<file path="src/rtl/sref_pkg.sv">
package sref_pkg;
  typedef enum logic [3:0] {
    ST_IDLE, ST_PRE_AREF, ST_PRE_WAIT, ST_SRE, ST_SRE_WAIT,
    ST_SELF, ST_XSR, ST_POST_AREF, ST_POST_WAIT
  } sref_state_e;

  typedef struct packed {
    logic cs_n;
    logic ras_n;
    logic cas_n;
    logic we_n;
  } sd_cmd_t;

  localparam sd_cmd_t CMD_DESEL = '{cs_n: 1'b1, ras_n: 1'b1, cas_n: 1'b1, we_n: 1'b1};
  localparam sd_cmd_t CMD_REF   = '{cs_n: 1'b0, ras_n: 1'b0, cas_n: 1'b0, we_n: 1'b1};
endpackage

</file>
<file path="src/rtl/sref_timer.sv">
module sref_timer #(
  parameter int TIMER_W = 8
) (
  input  logic               clk_i,
  input  logic               rst_ni,
  input  logic               load_i,
  input  logic [TIMER_W-1:0] load_val_i,
  output logic               done_o
);
  logic [TIMER_W-1:0] cnt_q;

  always_ff @(posedge clk_i or negedge rst_ni) begin
    if (!rst_ni)           cnt_q <= '0;
    else if (load_i)       cnt_q <= load_val_i;
    else if (cnt_q != '0)  cnt_q <= cnt_q - 1'b1;
  end

  assign done_o = (cnt_q == '0);

  assert_timer_dec_R5: assert property (@(posedge clk_i) disable iff (!rst_ni)
    (!load_i && cnt_q != '0) |=> (cnt_q == $past(cnt_q) - 1'b1));
endmodule

</file>
<file path="src/rtl/sref_chan.sv">
module sref_chan (
  input  logic cke_low_i,
  input  logic active_i,
  output logic cke_o,
  output logic status_o
);
  assign cke_o    = ~cke_low_i;
  assign status_o = active_i;
endmodule

</file>
<file path="src/rtl/sref_mode_guard.sv">
module sref_mode_guard (
  input  logic clk_i,
  input  logic rst_ni,
  input  logic mode_wr_i,
  input  logic access_en_i,
  input  logic sref_en_i,
  input  logic pd_en_i,
  input  logic dpd_en_i,
  input  logic status_any_i,
  output logic ok_o,
  output logic err_o
);
  logic allowed;

  assign allowed = !(access_en_i | sref_en_i | pd_en_i | dpd_en_i | status_any_i);

  always_ff @(posedge clk_i or negedge rst_ni) begin
    if (!rst_ni) begin
      ok_o  <= 1'b0;
      err_o <= 1'b0;
    end else begin
      ok_o  <= mode_wr_i & allowed;
      err_o <= mode_wr_i & ~allowed;
    end
  end

  assert_ok_has_write_R10: assert property (@(posedge clk_i) disable iff (!rst_ni)
    ok_o |-> $past(mode_wr_i));
  assert_err_needs_block_R11: assert property (@(posedge clk_i) disable iff (!rst_ni)
    err_o |-> ($past(mode_wr_i) && ($past(status_any_i) || $past(access_en_i) ||
               $past(sref_en_i) || $past(pd_en_i) || $past(dpd_en_i))));
endmodule

</file>
<file path="src/rtl/sdram_sref_seq.sv">
module sdram_sref_seq #(
  parameter int N_CH    = 2,
  parameter int TIMER_W = 8
) (
  input  logic               clk_i,
  input  logic               rst_ni,
  input  logic               sref_req_i,
  input  logic               standby_i,
  input  logic [TIMER_W-1:0] t_rfc_i,
  input  logic [TIMER_W-1:0] t_xsr_i,
  input  logic               mode_wr_i,
  input  logic               access_en_i,
  input  logic               pd_en_i,
  input  logic               dpd_en_i,
  output logic [N_CH-1:0]    cke_o,
  output logic               cs_n_o,
  output logic               ras_n_o,
  output logic               cas_n_o,
  output logic               we_n_o,
  output logic [N_CH-1:0]    status_o,
  output logic               busy_o,
  output logic               mode_ok_o,
  output logic               mode_err_o
);
  import sref_pkg::*;

  localparam logic [N_CH-1:0] CKE_ALL = {N_CH{1'b1}};

  sref_state_e        state_q, state_d;
  logic               req_q;
  logic               tmr_load, tmr_done;
  logic [TIMER_W-1:0] tmr_val;
  logic               cke_low, active;
  sd_cmd_t            cmd;

  always_ff @(posedge clk_i or negedge rst_ni) begin
    if (!rst_ni) begin
      state_q <= ST_IDLE;
      req_q   <= 1'b0;
    end else begin
      state_q <= state_d;
      req_q   <= sref_req_i;
    end
  end

  always_comb begin
    state_d  = state_q;
    tmr_load = 1'b0;
    tmr_val  = t_rfc_i;
    unique case (state_q)
      ST_IDLE:      if (req_q) state_d = ST_PRE_AREF;
      ST_PRE_AREF:  begin tmr_load = 1'b1; state_d = ST_PRE_WAIT; end
      ST_PRE_WAIT:  if (tmr_done) state_d = ST_SRE;
      ST_SRE:       begin tmr_load = 1'b1; state_d = ST_SRE_WAIT; end
      ST_SRE_WAIT:  if (tmr_done) state_d = ST_SELF;
      ST_SELF: if (!req_q) begin
        tmr_load = 1'b1;
        tmr_val  = t_xsr_i;
        state_d  = ST_XSR;
      end
      ST_XSR:       if (tmr_done) state_d = ST_POST_AREF;
      ST_POST_AREF: begin tmr_load = 1'b1; state_d = ST_POST_WAIT; end
      ST_POST_WAIT: if (tmr_done) state_d = ST_IDLE;
      default:      state_d = ST_IDLE;
    endcase
  end

  sref_timer #(.TIMER_W(TIMER_W)) i_timer (
    .clk_i      (clk_i),
    .rst_ni     (rst_ni),
    .load_i     (tmr_load),
    .load_val_i (tmr_val),
    .done_o     (tmr_done)
  );

  assign cke_low = (state_q == ST_SRE) || (state_q == ST_SRE_WAIT) || (state_q == ST_SELF);
  assign active  = (state_q != ST_IDLE);
  assign cmd     = (state_q == ST_PRE_AREF || state_q == ST_SRE || state_q == ST_POST_AREF)
                   ? CMD_REF : CMD_DESEL;

  assign cs_n_o  = cmd.cs_n;
  assign ras_n_o = cmd.ras_n;
  assign cas_n_o = cmd.cas_n;
  assign we_n_o  = cmd.we_n;
  assign busy_o  = req_q | active;

  for (genvar g = 0; g < N_CH; g++) begin : g_chan
    sref_chan i_chan (
      .cke_low_i (cke_low),
      .active_i  (active),
      .cke_o     (cke_o[g]),
      .status_o  (status_o[g])
    );
  end

  sref_mode_guard i_guard (
    .clk_i        (clk_i),
    .rst_ni       (rst_ni),
    .mode_wr_i    (mode_wr_i),
    .access_en_i  (access_en_i),
    .sref_en_i    (req_q),
    .pd_en_i      (pd_en_i),
    .dpd_en_i     (dpd_en_i),
    .status_any_i (|status_o),
    .ok_o         (mode_ok_o),
    .err_o        (mode_err_o)
  );

  assert_ref_then_desel_R2: assert property (@(posedge clk_i) disable iff (!rst_ni)
    (!cs_n_o && !ras_n_o) |=> (cs_n_o && ras_n_o && cas_n_o && we_n_o));
  assert_cke_fall_on_sre_R3: assert property (@(posedge clk_i) disable iff (!rst_ni)
    $fell(cke_o[0]) |-> (!cs_n_o && !ras_n_o && !cas_n_o && we_n_o));
  assert_cke_uniform_R3: assert property (@(posedge clk_i) disable iff (!rst_ni)
    (cke_o == '0) || (cke_o == CKE_ALL));
  assert_cke_low_status_R7: assert property (@(posedge clk_i) disable iff (!rst_ni)
    (cke_o != CKE_ALL) |-> (status_o == CKE_ALL));
  assert_status_busy_R8: assert property (@(posedge clk_i) disable iff (!rst_ni)
    (status_o != '0) |-> busy_o);
  assert_standby_hold_R9: assert property (@(posedge clk_i) disable iff (!rst_ni)
    (standby_i && state_q == ST_SELF && req_q) |=> (state_q == ST_SELF));
endmodule

</file>
<file path="config.mk">
export PLATFORM = sky130hd
export DESIGN_NAME = sdram_sref_seq
export DESIGN_NICKNAME = d
export VERILOG_FILES = /design/src/rtl/sref_pkg.sv /design/src/rtl/sref_timer.sv /design/src/rtl/sref_chan.sv /design/src/rtl/sref_mode_guard.sv /design/src/rtl/sdram_sref_seq.sv
export SDC_FILE = /design/constraint.sdc
export NUM_CORES = 1
export LEC_CHECK = 0
export BUFFER_PORTS_ARGS = -buffer_cell sky130_fd_sc_hd__buf_4
export CAP_MARGIN = 10
export CORE_MARGIN = 5
export CORE_UTILIZATION = 53
export CTS_CLUSTER_SIZE = 20
export DETAILED_ROUTE_END_ITERATION = 10
export PLACE_DENSITY = 0.95
export SKIP_CTS_REPAIR_TIMING = 1
export SYNTH_ARGS = -nofsm -noshare
export SYNTH_HDL_FRONTEND = slang
export SYNTH_HIERARCHICAL = 1
export SYNTH_SLANG_ARGS = --single-unit
</file>
<file path="constraint.sdc">
create_clock -name clk_i -period 5.1 [get_ports clk_i]
set_input_delay 0.51 -clock clk_i [delete_from_list [all_inputs] [get_ports clk_i]]
set_output_delay 0.51 -clock clk_i [all_outputs]
set_load 0.005 [all_outputs]
</file>
==> impl_metrics.tcl <==
set metrics [dict create \
    status "complete, no violations" \
    place_congestion 0.853 \
    synth-main-ff-cell "dfrtp_1" \
    synth_seq_cells 15 \
    syn_area_mm2 0.00102 \
    coreArea_mm2 0.00190 \
    cp_max_fo 5 \
    cts_root_buffer "clkbuf_4" \
    syn_inst 106 \
    max_freq_ghz 0.452 \
    clock_path_buffers 2 \
    io_buffers 32 \
    grt_start_max_net_pins 16 \
    remaining_drc_errors 0 \
    end_kind "output pin" \
    power_density_mw_per_mm2 501 \
    clock_latency_ps 290 \
    ys_warn_count 6 \
    vias 908 \
    finalSetupTns_ps 0 \
    ff_latch_area_um2 375 \
    slew_headroom_pct 31.2 \
    worst-setup-path-type "register to output pin" \
    power.leakage_nw 0.549 \
    die_area_mm2 0.00291 \
    synth.area.top_cells "dfrtp_1 (37%), mux2_4 (12%), buf_4 (4.4%)" \
    clk_pin_slew_ps 90 \
    viasPerCell 5.64 \
    grt_pass1_wl_um 3790 \
    cts_made_buffers 3 \
    finalHoldViolCount 0 \
    cts_max_level 1 \
    start_kind "register" \
    dp.final_hpwl_um 1800 \
    fin_area_mm2 0.00127 \
    pin_count 35 \
    ir_drop_mv 0.271 \
    yosysTopAreaCell "dfrtp_1" \
    rsz0062_at_grt "no" \
    cap_viol_max_count 0 \
    multi_input_area_um2 564 \
    reg2reg_from "state_q[3]" \
    async_flop_share_pct 100 \
    n_fill_cell 148 \
    dr.pass1.iters 4 \
    grt_remaining_overflow 0 \
    yosysUniqueCellTypes 40 \
    ant_nets 0 \
    setup_viol 0 \
    drt_iter0_markers 34 \
    hp-class "primary input to asynchronous set/reset pin" \
    initial_utilization_pct 53.9 \
    syn-num-nets 131 \
    rows 16 \
    nNetsFinal 160 \
    worstPathArrival_ps 1700 \
    synth_top_cell_area_share_pct 36.6 \
    synth.avg_cell_area_um2 9.67 \
    diodes 0 \
    totalWireLength_um 2320 \
    finClkSkew_ps 4.78 \
    grt_usage_pct 18.0 \
    fp.dieH_um 54.0 \
    die_w_um 54.0 \
    placed_cell_area_mm2 0.00124 \
    cts_num_sinks 15 \
    required_ps 4590 \
    cts_tree "done" \
    power_mw 0.635 \
    drive_above_1_share_pct 37.3 \
    crit_start "state_q[0]" \
    finalCritPeriodShare_pct 43.3 \
    antenna_found_initial 0 \
    slew_violations 0 \
    synth_edf_count 0 \
    detail_route.wl_per_cell_um 14.4 \
    area_delta_synth_final_pct 23.7 \
    grt_pass1_vias 848 \
    finalCriticalPeriod_ps 2210 \
    ys_seq_area_share_pct 36.6 \
    worst_pin_slew_ps 1030 \
]
routing by layer:
layer	track usage [%]	routed length (um)
met1	22.8	935
met2	29.8	1180
met3	2.22	160
met4	9.54	51
met5	0	0
state kept, by name (all words and copies together), names as in the netlist:
signal and flops:
i_guard/err_o 1, i_guard/ok_o 1, i_timer/cnt_q 8, req_q 1
state_q 4
synthesized netlist by cell type, types with 2 or more instances:
master / instances
a21boi_0: 2
o31ai_1: 3
nand2_1: 6
or4_1: 2
xnor2_1: 2
nor4_1: 2
dfrtp_1: 15
buf_4: 6
or3_1: 2
nor2_1: 6
nand3_1: 3
nand2b_1: 3
nor3_1: 4
mux2_4: 8
inv_1: 7
a31oi_1: 2
a21oi_1: 6
or2_2: 2
o21ai_0: 4
cell type report:
| class | instances | share of cell area (%) |
|---|---|---|
| inverter | 7 | 2.07 |
| sequential | 15 | 29.6 |
| clock inverter | 1 | 0.395 |
| clock buffer | 3 | 1.78 |
| multi-input combinational | 76 | 44.5 |
| tap | 27 | 2.67 |
| timing repair buffer | 32 | 19.0 |
power breakdown:
| group | switching (mW) | internal (mW) |
|---|---|---|
| Combinational | 0.157 | 0.167 |
| Clock | 0.0402 | 0.0292 |
| Sequential | 0.0745 | 0.168 |
| Total | 0.272 | 0.364 |
logic make-up after synthesis:
logic type | synth area share (%)
buf+inv | 8.30
flops | 36.6
mux | 12.7
compound gates | 16.1
xor+xnor | 1.71
fa+ha+maj | 1.22
simple gates | 23.0
other cells | 0.366
critical path, stage by stage (launching register included):
cell	delay [ps]
dfrtp_1	500
inv_1	140
or3_1	380
a21oi_1	200
inv_1	60
buf_4	130
layout by cell type (no fill, tap or decap), types with 3 or more instances in the layout:
cell / netlist / final
dfrtp_1: 15 / 15
nand2b_1: 3 / 3
nand3_1: 3 / 3
nand2_1: 6 / 6
mux2_4: 8 / 8
o31ai_1: 3 / 3
a21oi_1: 6 / 6
nor2_1: 6 / 6
nor3_1: 4 / 4
buf_4: 6 / 32
o21ai_0: 4 / 4
inv_1: 7 / 7
clkbuf_4: 0 / 3
path summary, 6_finish.rpt:
kind / to / slack (ps) / depth (start not counted)
worst max-delay path: cke_o[1] / 2890 / 5
worst min-delay path: i_timer/cnt_q[2] / 50 / 1
worst max register to register: i_timer/cnt_q[6] / 2990 / 5
worst min register to register: state_q[2] / 570 / 1
max in group asynchronous: i_guard/err_o / 4870 / 1
min in group clk_i: req_q / 310 / 1
through the flow:
stage | worst slack (ps) | instances | hold slack [ps] | utilization, %
after floorplan | 3120 | 106 | 214 | -
after global placement | 3040 | 157 | 375 | 65.2
after detailed placement | 3090 | 157 | 377 | 65.2
after CTS | 2900 | 161 | 52.5 | 66.6
after global routing | 2790 | 161 | 59.9 | 66.6
final | 2890 | 161 | 52.6 | 66.6
No activity file was read; power rests on OpenSTA's default activity.
